[src/rtl/arb_pkg.sv]
package arb_pkg;

    typedef enum logic [1:0] {
        ST_IDLE = 2'd0,
        ST_FWD  = 2'd1,
        ST_REQ  = 2'd2,
        ST_OWN  = 2'd3
    } arb_state_e;

    typedef struct packed {
        logic want;
        logic grant;
        logic rise;
        logic busy;
    } arb_in_s;

    typedef struct packed {
        logic req;
        logic fwd;
        logic busy;
        logic own;
    } arb_out_s;

    function automatic arb_out_s arb_decode(arb_state_e s);
        arb_out_s o;
        o = '0;
        unique case (s)
            ST_FWD:  o.fwd = 1'b1;
            ST_REQ:  o.req = 1'b1;
            ST_OWN:  begin
                o.busy = 1'b1;
                o.own  = 1'b1;
            end
            default: o = '0;
        endcase
        return o;
    endfunction

endpackage

[src/rtl/arb_grant_edge.sv]
module arb_grant_edge (
    input  logic clk,
    input  logic rst,
    input  logic grant,
    output logic rise
);

    logic grant_q;

    always_ff @(posedge clk) begin
        if (rst) grant_q <= 1'b0;
        else     grant_q <= grant;
    end

    assign rise = grant & ~grant_q;

endmodule

[src/rtl/arb_fsm.sv]
module arb_fsm
    import arb_pkg::*;
(
    input  logic       clk,
    input  logic       rst,
    input  arb_in_s    in_s,
    output arb_state_e state
);

    arb_state_e state_n;
    logic       edge_held, edge_held_n;
    logic       armed;

    assign armed = (in_s.rise | edge_held) & in_s.grant;

    always_comb begin
        state_n     = state;
        edge_held_n = 1'b0;
        unique case (state)
            ST_IDLE: begin
                if (in_s.grant)     state_n = ST_FWD;
                else if (in_s.want) state_n = ST_REQ;
            end
            ST_FWD: begin
                if (!in_s.grant) state_n = in_s.want ? ST_REQ : ST_IDLE;
            end
            ST_REQ: begin
                if (!in_s.want) begin
                    state_n = ST_IDLE;
                end else if (armed && !in_s.busy) begin
                    state_n = ST_OWN;
                end else if (armed) begin
                    edge_held_n = 1'b1;
                end
            end
            ST_OWN: begin
                if (!in_s.want) state_n = ST_IDLE;
            end
            default: state_n = ST_IDLE;
        endcase
    end

    always_ff @(posedge clk) begin
        if (rst) begin
            state     <= ST_IDLE;
            edge_held <= 1'b0;
        end else begin
            state     <= state_n;
            edge_held <= edge_held_n;
        end
    end


    own_entry_chk: assert property (@(posedge clk) disable iff (rst)
        (state == ST_OWN && $past(state) != ST_OWN) |-> ($past(in_s.grant) && !$past(in_s.busy)));


    held_needs_req_chk: assert property (@(posedge clk) disable iff (rst)
        edge_held |-> (state == ST_REQ));

endmodule

[src/rtl/arb_outdec.sv]
module arb_outdec
    import arb_pkg::*;
(
    input  arb_state_e state,
    output arb_out_s   out_s
);

    assign out_s = arb_decode(state);

endmodule

[src/rtl/bus_arb_node.sv]
module bus_arb_node
    import arb_pkg::*;
(
    input  logic clk,
    input  logic rst,
    input  logic bus_want,
    input  logic grant_in,
    input  logic busy_in,
    output logic req_out,
    output logic grant_out,
    output logic busy_drive,
    output logic owner
);

    logic       grant_rise;
    arb_in_s    in_s;
    arb_state_e state;
    arb_out_s   out_s;

    arb_grant_edge u_edge (
        .clk   (clk),
        .rst   (rst),
        .grant (grant_in),
        .rise  (grant_rise)
    );

    always_comb begin
        in_s.want  = bus_want;
        in_s.grant = grant_in;
        in_s.rise  = grant_rise;
        in_s.busy  = busy_in;
    end

    arb_fsm u_fsm (
        .clk   (clk),
        .rst   (rst),
        .in_s  (in_s),
        .state (state)
    );

    arb_outdec u_dec (
        .state (state),
        .out_s (out_s)
    );

    assign req_out    = out_s.req;
    assign grant_out  = out_s.fwd;
    assign busy_drive = out_s.busy;
    assign owner      = out_s.own;


    no_req_under_grant_chk: assert property (@(posedge clk) disable iff (rst)
        $rose(req_out) |-> !$past(grant_in));


    own_on_free_bus_chk: assert property (@(posedge clk) disable iff (rst)
        $rose(owner) |-> ($past(grant_in) && !$past(busy_in)));


    release_on_want_chk: assert property (@(posedge clk) disable iff (rst)
        $fell(owner) |-> !$past(bus_want));


    owner_drives_busy_chk: assert property (@(posedge clk) disable iff (rst)
        owner |-> busy_drive);


    exclusive_out_chk: assert property (@(posedge clk) disable iff (rst)
        $countones({req_out, grant_out, owner}) <= 1);

endmodule

[config.mk]
export PLATFORM = sky130hd
export DESIGN_NAME = bus_arb_node
export DESIGN_NICKNAME = d
export VERILOG_FILES = /design/src/rtl/arb_pkg.sv /design/src/rtl/arb_grant_edge.sv /design/src/rtl/arb_fsm.sv /design/src/rtl/arb_outdec.sv /design/src/rtl/bus_arb_node.sv
export SDC_FILE = /design/constraint.sdc
export NUM_CORES = 1
export LEC_CHECK = 0
export ABC_AREA = 1
export ABC_CLOCK_PERIOD_IN_PS = 850
export BUFFER_PORTS_ARGS = -buffer_cell sky130_fd_sc_hd__buf_2
export CAP_MARGIN = 20
export CORE_AREA = 2 2 39 41
export CTS_BUF_LIST = sky130_fd_sc_hd__clkbuf_8
export DETAILED_ROUTE_END_ITERATION = 12
export DIE_AREA = 0 0 41 43
export PLACE_DENSITY = 0.42
export SYNTH_ARGS = -nofsm -noshare
export SYNTH_HDL_FRONTEND = slang
export SYNTH_SLANG_ARGS = --single-unit
export TNS_END_PERCENT = 10
[constraint.sdc]
create_clock -name clk -period 0.85 [get_ports clk]
set_input_delay 0.17 -clock clk [delete_from_list [all_inputs] [get_ports clk]]
set_output_delay 0.17 -clock clk [all_outputs]
set_load 0.01 [all_outputs]
# After elaboration in Yosys (flattened, before gate mapping)
# Cells that the tools add are included.
[totals] elab_cells=33 input_bits=5 reg_bits=4 out_inout_bits=4
[classes] n_eq_ne=7 bitwise_logic=6 mux=12 n_reduce_logical=5
[op_table] op="$mux 2" count=8
[op_table] op="$pmux 2 s4" count=1
[op_table] op="$ne 3x3->1 const B" count=2
[op_table] op="$eq 2x2->1 const B" count=2
[op_table] op="$ne 2x2->1 const B" count=2
[op_table] op="$reduce_and 4->1" count=1
[op_table] op="$reduce_or 4->1" count=1
[op_table] op="$mux 1" count=3
[op_table] op="$not 1->1" count=3
[op_table] op="$and 1x1->1" count=2
[op_table] op="$eq 2x1->1 const B" count=1
[op_table] op="$logic_not 2->1" count=1
[op_table] op="$logic_and 1x1->1" count=1
[op_table] op="$logic_not 1->1" count=1
[op_table] op="$or 1x1->1" count=1

# Longest topological paths before layout
# Gate-level depths: netlist of the first run.
[depth] word_depth=8 ltp_mapped=7

# Hierarchy
# Synthesis of the first run repeated with hierarchy kept, for this count alone.
[unflattened] cells_unflattened=47 area_unflattened_um2=261.5
[by_module_without_submodules] mod="arb_fsm" n_inst=1 cells_each=36 area_each_um2=200.2 seq_area_each_um2=60.1
[by_module_without_submodules] mod="arb_grant_edge" n_inst=1 cells_each=4 area_each_um2=31.3 seq_area_each_um2=20.0
[by_module_without_submodules] mod="arb_outdec" n_inst=1 cells_each=7 area_each_um2=30.0 seq_area_each_um2=0.0

# Least setup slack after synthesis of the first run
# Ideal clock, no wire load.
[synth_timing] path_type="reg-to-reg" start="reg u_fsm.state[1]" end="reg u_fsm.state[1]" path_slack_ns=-0.042 path_stages_with_launch=8 t_arrival_ns=0.783 path_cell_list="dfxtp_1 > inv_2 > nand2_1 > nor2_1 > nor2_1 > nand3_1 > nand2_1 > inv_1"
[synth_between] elab_chain_cells=3
[synth_lines] element="start, declared" line_no="arb_fsm.sv:7" text="output arb_state_e state"
[synth_lines] element="start signal, assigned" line_no="arb_fsm.sv:48" text="state <= state_n;"
[synth_lines] element="$eq 2x2->1 (tied with other cells)" line_no="arb_fsm.sv:19" text="unique case (state)"
[synth_lines] element="$ne 3x3->1 (no line) or $ne 2x2->1 (tied branches)"
[synth_lines] element="$reduce_and 4->1 (no line)"
# Several ways; a longest one is shown, not always the timed one.
# A chain may end at the register's enable or synchronous reset.

# Final worst setup path of the first run
[layout_timing] start="reg u_fsm.state[1]" end="out busy_drive"
[layout_between] elab_chain_cells=2
[layout_lines] element="$eq 2x2->1" line_no="arb_pkg.sv:27" text="unique case (s)"
[layout_lines] element="$mux 2" line_no="arb_pkg.sv:27"
[layout_lines] element="end, declared" line_no="bus_arb_node.sv:11" text="output logic busy_drive,"
# Every way passes these cells.

==> implementation parameters, run 1 <==
Parameter                              Value

Timing
  Slew of the pin with the lowest slew margin    174 ps
  Final number of max-transition violations    0
  Sum of negative setup slack    -1010 ps
  RSZ-0062 raised after global routing    true
  Final period util    1.20
  Max_slew headroom    0.884
  Max frequency    983 MHz
  Count of final hold-check violations    0
  Worst setup slack after layout    -168 ps
  Min Tclk post-route    1020 ps
  Final-report setup violation count    7
  Skew final    4.14 ps
  Final hold slack    168 ps

Final layout
  Footprint of the multi-input gates    199 um2
  Leading cell type in the layout, fill and taps excluded    nand2_1
  Number of diodes added for antenna fixing    0
  Post-layout net count    66
  Commonest cells after routing, fill and taps aside    nand2_1, nor2_1, inv_1
  Layout cell share with drive strength beyond 1    0.533
  Filler instances    158
  Seq. cell area    87.6 um2
  Synth-to-layout area growth    73.4%
  Fin area    473 um2

Worst setup path
  Element type at the critical path end    output pin
  WP data arrival    850 ps
  CP startpoint kind    register
  Required time of the critical path    680 ps
  Register-to-register path setup slack    -150 ps
  Critical R2R Launch    u_fsm.state[0]
  Classification of the worst setup path    reg -> out
  Peak fanout along the critical path    6
  Endpoint of the most critical register-to-register path    u_fsm.state[1]
  Logic depth of the worst register-to-register path    7
  Worst Setup SP    u_fsm.state[1]

Clock tree
  H-tree level count    1
  Sink Count    4
  Number of buffers inserted during clock tree synthesis    3
  TritonCTS clock tree    yes
  Root Driver    clkbuf_8
  Clk pin slew, worst setup/hold paths    30 ps
  Post-CTS Hold Fix Bufs    0
  Worst-skew pair later-pin latency    220 ps
  Number of buffers on the longest clock path    2

Synth
  Yosys cell types    13
  Mux contribution to synthesized area    0
  Synthesized-area fraction occupied by adder cells    0
  Synthesized-area fraction occupied by xor and xnor cells    0
  Share of the synthesized area in compound gates (AO/OA/AOI/OAI)    0.0183
  Largest family of logic cells by synthesized area    simple AND/OR/NAND/NOR gates
  Share of synthesized cell area in and, or, nand and nor gates    0.537
  Main area contributors after synthesis    dfxtp_1, nand2_1, nor2_1
  Area of the mapped netlist    273 um2
  Count of synthesis-stage warnings from yosys    0
  Synthesized flop and latch total    4
  Synth Instances    46
  Fraction of post-synthesis cell area in the top cell type by area    0.294
  Library cell occupying the most area in the post-synthesis netlist    dfxtp_1
  Post-synthesis sequential area ratio    0.294
  Synth Area per Inst    5.93 um2
  Net Count, Synth    51

Power and ir drop
  Clock power share    0.370
  Internal Pwr Total    724 uW
  Portion of total power attributed to combinational logic    0.376
  Power per cell area    2310 nW/um2
  Leakage power figure    0.252 nW
  Sequential cell fraction of total power    0.254
  Switching power    371 uW
  Peak supply drop    0.000928 V
  Switching share of total power    0.339

Placement
  Number of I/O port buffers    8
  Estimated wirelength of the detail-placed design    449 um
  Placed standard-cell area    340 um2
  GP Congestion    0.656

Drt
  Detail Route Antenna Nets    0
  Total vias in the final route    318
  Post-DR vias/cell    4.18
  First-pass DRT Iterations    2
  Remaining routing DRC violations    0
  Total routed wirelength    660 um
  Routed length per placed instance    8.68 um
  Count of routing violations after the opening detailed-route iteration    2

GRT
  Largest net degree at the start of global routing    7
  Final global-route overflow total    0
  Overall Global Routing Usage    0.0831
  Wire length of the first global-routing pass    959 um
  Via count of the first global-routing pass    273
  Number of antenna violations at the first check in global routing    0

Floorplanning
  Die area    1760 um2
  Top-level I/O count    9
  Area inside the core boundary    1380 um2
  Starting Density    0.197
  Height of the die    43 um
  Overall die width    41 um
  Number of standard-cell rows in the floorplan    14

Min path
  Type of the tightest min-delay check    in -> reg
  Start point of the worst hold path    rst
  Worst Hold Endpoint    u_edge.grant_q
  Count of cells along the worst hold path    2

Outcome
  Violations in the final reports    negative setup slack
  Outcome    finished, violations left

Flow run
  Count of maximum capacitance violations    0
## per-layer routing
metal | vias to the layer above | global-route usage | part of all wire
met1 | 145 | 0.0764 | 0.40
met5 | - | 0 | 0
li1 | 165 | - | -
met3 | 0 | 0.0628 | 0.056
met4 | 0 | 0.0200 | 0
met2 | 8 | 0.138 | 0.54
## cell type report
type | count | share of cell area
clock inverter | 1 | 0.00794
timing repair buffer | 11 | 0.180
sequential | 4 | 0.185
inverter | 9 | 0.0767
multi-input combinational | 32 | 0.421
tap | 16 | 0.0423
clock buffer | 3 | 0.0873
## power groups by stage
stage	clock, mW	combinational [mW]	sequential, mW
after floorplan	0	0.206	0.259
after global placement	0	0.277	0.272
after detailed placement	0	0.271	0.269
after CTS	0.417	0.329	0.266
after global routing	0.442	0.457	0.281
final	0.405	0.411	0.278
## cells in the mapped netlist
| cell type | number |
|---|---|
| nand2_1 | 12 |
| nor2_1 | 8 |
| inv_1 | 7 |
| dfxtp_1 | 4 |
| nand3_1 | 4 |
| inv_2 | 2 |
| nand2_2 | 2 |
| nand3_2 | 2 |
| buf_4 | 1 |
| nand3b_1 | 1 |
| nor2_2 | 1 |
| nor3_1 | 1 |
| o21ai_1 | 1 |
## logic make-up after synthesis
group | count (synthesis)
flops | 4
buf+inv | 10
simple gates | 31
compound gates | 1
## sequential cells by signal (all words and copies together) (netlist names)
| register | flops |
|---|---|
| u_fsm.state | 2 |
| u_edge.grant_q | 1 |
| u_fsm.edge_held | 1 |
## stage by stage
stage	utilization	instances	setup slack [ps]	total power [mW]
after floorplan	-	46	1.51	0.466
after global placement	0.246	70	-100	0.549
after detailed placement	0.246	70	-83.7	0.540
after CTS	0.306	76	-164	1.01
after global routing	0.342	76	-219	1.18
final	0.342	76	-168	1.09
## worst max path at each step
stage	end	slack [ps]	cells after the start
finish	busy_drive	-170	3
detailed placement	u_fsm.state[1]	-80	7
global route	u_fsm.state[1]	-220	7
CTS	req_out	-160	4
global placement	u_fsm.state[1]	-100	7
floorplan	u_fsm.state[1]	2	7
## worst max-delay path, cell delays in order, from the launching register on
cell,delay [ps]
dfxtp_4,390
nand2_2,70
inv_2,70
buf_6,100
## timing repair
item,4_1_cts,5_1_grt
buffers inserted,2,0
endpoints found under the setup margin,7,7
pin swaps,1,5
resized for setup,6,12
Note: power is estimated with default switching activity, not from simulation.
==> inputs of run 2 (changes only) <==
--- a/config.mk
+++ b/config.mk
@@ -9,11 +9,13 @@
 export ABC_CLOCK_PERIOD_IN_PS = 850
 export BUFFER_PORTS_ARGS = -buffer_cell sky130_fd_sc_hd__buf_2
 export CAP_MARGIN = 20
+export CELL_PAD_IN_SITES_DETAIL_PLACEMENT = 1
+export CELL_PAD_IN_SITES_GLOBAL_PLACEMENT = 1
 export CORE_AREA = 2 2 39 41
 export CTS_BUF_LIST = sky130_fd_sc_hd__clkbuf_8
 export DETAILED_ROUTE_END_ITERATION = 12
 export DIE_AREA = 0 0 41 43
-export PLACE_DENSITY = 0.42
+export PLACE_DENSITY = 0.57
 export SYNTH_ARGS = -nofsm -noshare
 export SYNTH_HDL_FRONTEND = slang
 export SYNTH_SLANG_ARGS = --single-unit
==> constraint.sdc (replaced) <==
create_clock -name clk -period 0.85 [get_ports clk]
set_input_delay 0.0425 -clock clk [delete_from_list [all_inputs] [get_ports clk]]
set_output_delay 0.0425 -clock clk [all_outputs]
set_load 0.01 [all_outputs]
==> run 2 against run 1 <==
  * The run still ends with negative setup slack left
  * Clock skew down 3.1 ps
  * Sequential power rose by 1%
  * First-iteration DRC count up 50%
  * Hold slack got worse by 130 ps
  * Cell count grew 1.3%
  * Sequential cell count did not move
  * Register-to-register slack hardly changed
  * Design area shrank 3.7%
  * Critical path depth is 4 higher
  * Setup slack better by 14 ps
  * Wire length rose by 12%
  * Critical path type is now reg -> reg
  * Critical endpoint is now u_fsm.state[0]
  * Largest power group is now clock
  * Highest routed layer is now met4
==> implementation parameters, run 2 (synthesis results as in run 1) <==
Parameter                              Value

Worst setup path
  Element type at the critical path end    register
  Buf/Inv on CP    2 (unchanged)
  Peak fanout along the critical path    5 (-1)
  CP startpoint kind    register
  Dominant delay contributor by cell family on the critical path    flip-flops
  Logic depth of the worst register-to-register path    7 (unchanged)
  Cell breakdown of the critical path    inv_4 -> nand2_4 -> buf_6 -> nor2_4 -> nand2_2 -> nand3b_1 -> nor2_1
  Classification of the worst setup path    reg -> reg
  WP data arrival    1120 ps (+270 ps)
  CP max stage cell    dfxtp_4
  Worst Setup SP    u_fsm.state[0]
  Register-to-register path setup slack    -150 ps (about the same)
  Critical R2R Launch    u_fsm.state[0]
  Endpoint of the most critical register-to-register path    u_fsm.state[0]
  Number of gates on the worst path with buffers counted    7 (+4)
  Required time of the critical path    960 ps (+280 ps)
  Delay of the slowest cell on the worst path    360 ps (-30 ps)

Floorplanning
  Area inside the core boundary    1380 um2 (unchanged)
  Top-level I/O count    9 (unchanged)
  Die area    1760 um2 (unchanged)
  Starting Density    0.197 (unchanged)
  Number of standard-cell rows in the floorplan    14 (unchanged)
  Overall die width    41 um (unchanged)
  Height of the die    43 um (unchanged)

Timing
  Final-report setup violation count    7 (unchanged)
  Max frequency    997 MHz (+1.4%)
  Min Tclk post-route    1000 ps (-14.2 ps)
  Worst setup slack after layout    -153 ps (+14.2 ps)
  RSZ-0062 raised after global routing    true
  Final hold slack    36.9 ps (-131 ps)
  Max_slew headroom    0.884 (about the same)
  Count of final hold-check violations    0 (unchanged)
  Sum of negative setup slack    -961 ps (+48.1 ps)
  Final period util    1.18 (-0.0167)
  Skew final    1.08 ps (-3.06 ps)
  Final number of max-transition violations    0 (unchanged)
  Slew of the pin with the lowest slew margin    173 ps (-0.532 ps)

Clock tree
  Root Driver    clkbuf_8
  Clk pin slew, worst setup/hold paths    30 ps (about the same)
  H-tree level count    1 (unchanged)
  Number of buffers inserted during clock tree synthesis    3 (unchanged)
  TritonCTS clock tree    yes
  Sink Count    4 (unchanged)
  Post-CTS Hold Fix Bufs    0 (unchanged)
  Worst-skew pair later-pin latency    220 ps (about the same)
  Number of buffers on the longest clock path    2 (unchanged)

GRT
  Via count of the first global-routing pass    298 (+9.2%)
  Largest net degree at the start of global routing    7 (unchanged)
  Final global-route overflow total    0 (unchanged)
  Number of antenna violations at the first check in global routing    0 (unchanged)
  Wire length of the first global-routing pass    1.12 mm (+16%)
  Overall Global Routing Usage    0.101 (+0.0181)

Placement
  GP Congestion    0.668 (+1.8%)
  Place WS    -93.5 ps (-9.73 ps)
  Estimated wirelength of the detail-placed design    566 um (+26%)
  Inst Count DP    72 (+2.9%)
  Number of I/O port buffers    8 (unchanged)

Outcome
  Outcome    finished, violations left
  Violations in the final reports    negative setup slack

Min path
  Type of the tightest min-delay check    in -> reg
  Start point of the worst hold path    rst
  Worst Hold Endpoint    u_fsm.edge_held
  Count of cells along the worst hold path    2 (unchanged)

Power and ir drop
  Sum of internal, switching and leakage power    1.12 mW (+2.0%)
  Switching share of total power    0.338 (-0.000960)
  Switching power    377 uW (+1.7%)
  Clock power share    0.382 (+0.012)
  Peak supply drop    0.000865 V (-6.7%)
  Leakage power figure    0.252 nW (+0.11%)
  Portion of total power attributed to combinational logic    0.366 (-0.010)
  Sequential cell fraction of total power    0.253 (about the same)
  Internal Pwr Total    739 uW (+2.2%)
  Power per cell area    2450 nW/um2 (+5.9%)

Final layout
  Layout cell share with drive strength beyond 1    0.508 (-0.0251)
  Number of diodes added for antenna fixing    0 (unchanged)
  Synth-to-layout area growth    67.0%
  Footprint of the multi-input gates    179 um2 (-10%)
  Filler instances    191 (+21%)
  Largest reg by FF count    u_fsm.state
  Commonest cells after routing, fill and taps aside    nand2_1, buf_2, inv_1, nor2_1, buf_6
  Final instance count without filler cells    77 (+1.3%)
  Post-layout net count    67 (+1.5%)
  Seq. cell area    87.6 um2 (unchanged)
  Max reg flops    2 (unchanged)
  Biggest registers after layout    u_fsm.state (2), u_edge.grant_q (1), u_fsm.edge_held (1)
  Leading cell type in the layout, fill and taps excluded    nand2_1

Flow run
  Count of maximum capacitance violations    0 (unchanged)

Drt
  Detail Route Antenna Nets    0 (unchanged)
  First-pass DRT Iterations    2 (unchanged)
  Routed length per placed instance    9.57 um (+10%)
  Total routed wirelength    737 um (+12%)
  Post-DR vias/cell    4.14 (-0.99%)
  Remaining routing DRC violations    0 (unchanged)
  Count of routing violations after the opening detailed-route iteration    3 (+1)
  Total vias in the final route    319 (+0.31%)
==> run 2: changes by cell type in the layout (fill, tap and decap cells not counted), sizes merged <==
cell  before  now
buf       11   12
==> run 2: final cells by class <==
cell class              instances  area share
clock buffers                   3      0.0907
clock inverters                 1     0.00824
inverters                       9      0.0797
multi-input cells              32       0.393
flip-flops and latches          4       0.192
well taps                      16      0.0440
repair buffers                 12       0.192
==> run 2: repair_timing <==
| action | CTS | global route |
|---|---|---|
| pin swaps | 2 | 3 |
| endpoints found under the setup margin | 7 | 7 |
| setup buffers | 1 | 0 |
| gates resized for setup | 12 | 2 |
==> run 2: power by group through the flow <==
stage / Sequential [mW] / Clock (mW) / Combinational (mW)
2_1_floorplan: 0.259 / 0 / 0.206
3_3_place_gp: 0.271 / 0 / 0.314
3_5_place_dp: 0.269 / 0 / 0.316
4_1_cts: 0.284 / 0.444 / 0.396
5_1_grt: 0.292 / 0.468 / 0.445
6_report: 0.282 / 0.426 / 0.409
==> run 2: how the worst max path moves through the flow <==
stage,slack [ps],endpoint
2_1_floorplan,2,u_fsm.state[1]
3_3_place_gp,-80,u_fsm.state[1]
3_5_place_dp,-90,u_fsm.state[1]
4_1_cts,-180,grant_out
5_1_grt,-200,u_fsm.state[1]
6_report,-150,u_fsm.state[0]
==> run 2: stage by stage <==
step | utilization | area, um2
global route | 0.329 | 455
CTS | 0.323 | 447
detailed placement | 0.257 | 355
finish | 0.329 | 455
global placement | 0.257 | 355
floorplan | - | 280
==> run 2: per-layer routing <==
layer	vias up	global-route usage	routed length [um]
li1	168	-	-
met1	144	0.0927	297
met3	2	0.0628	37
met2	5	0.159	388
met4	0	0.0600	14
met5	-	0	0
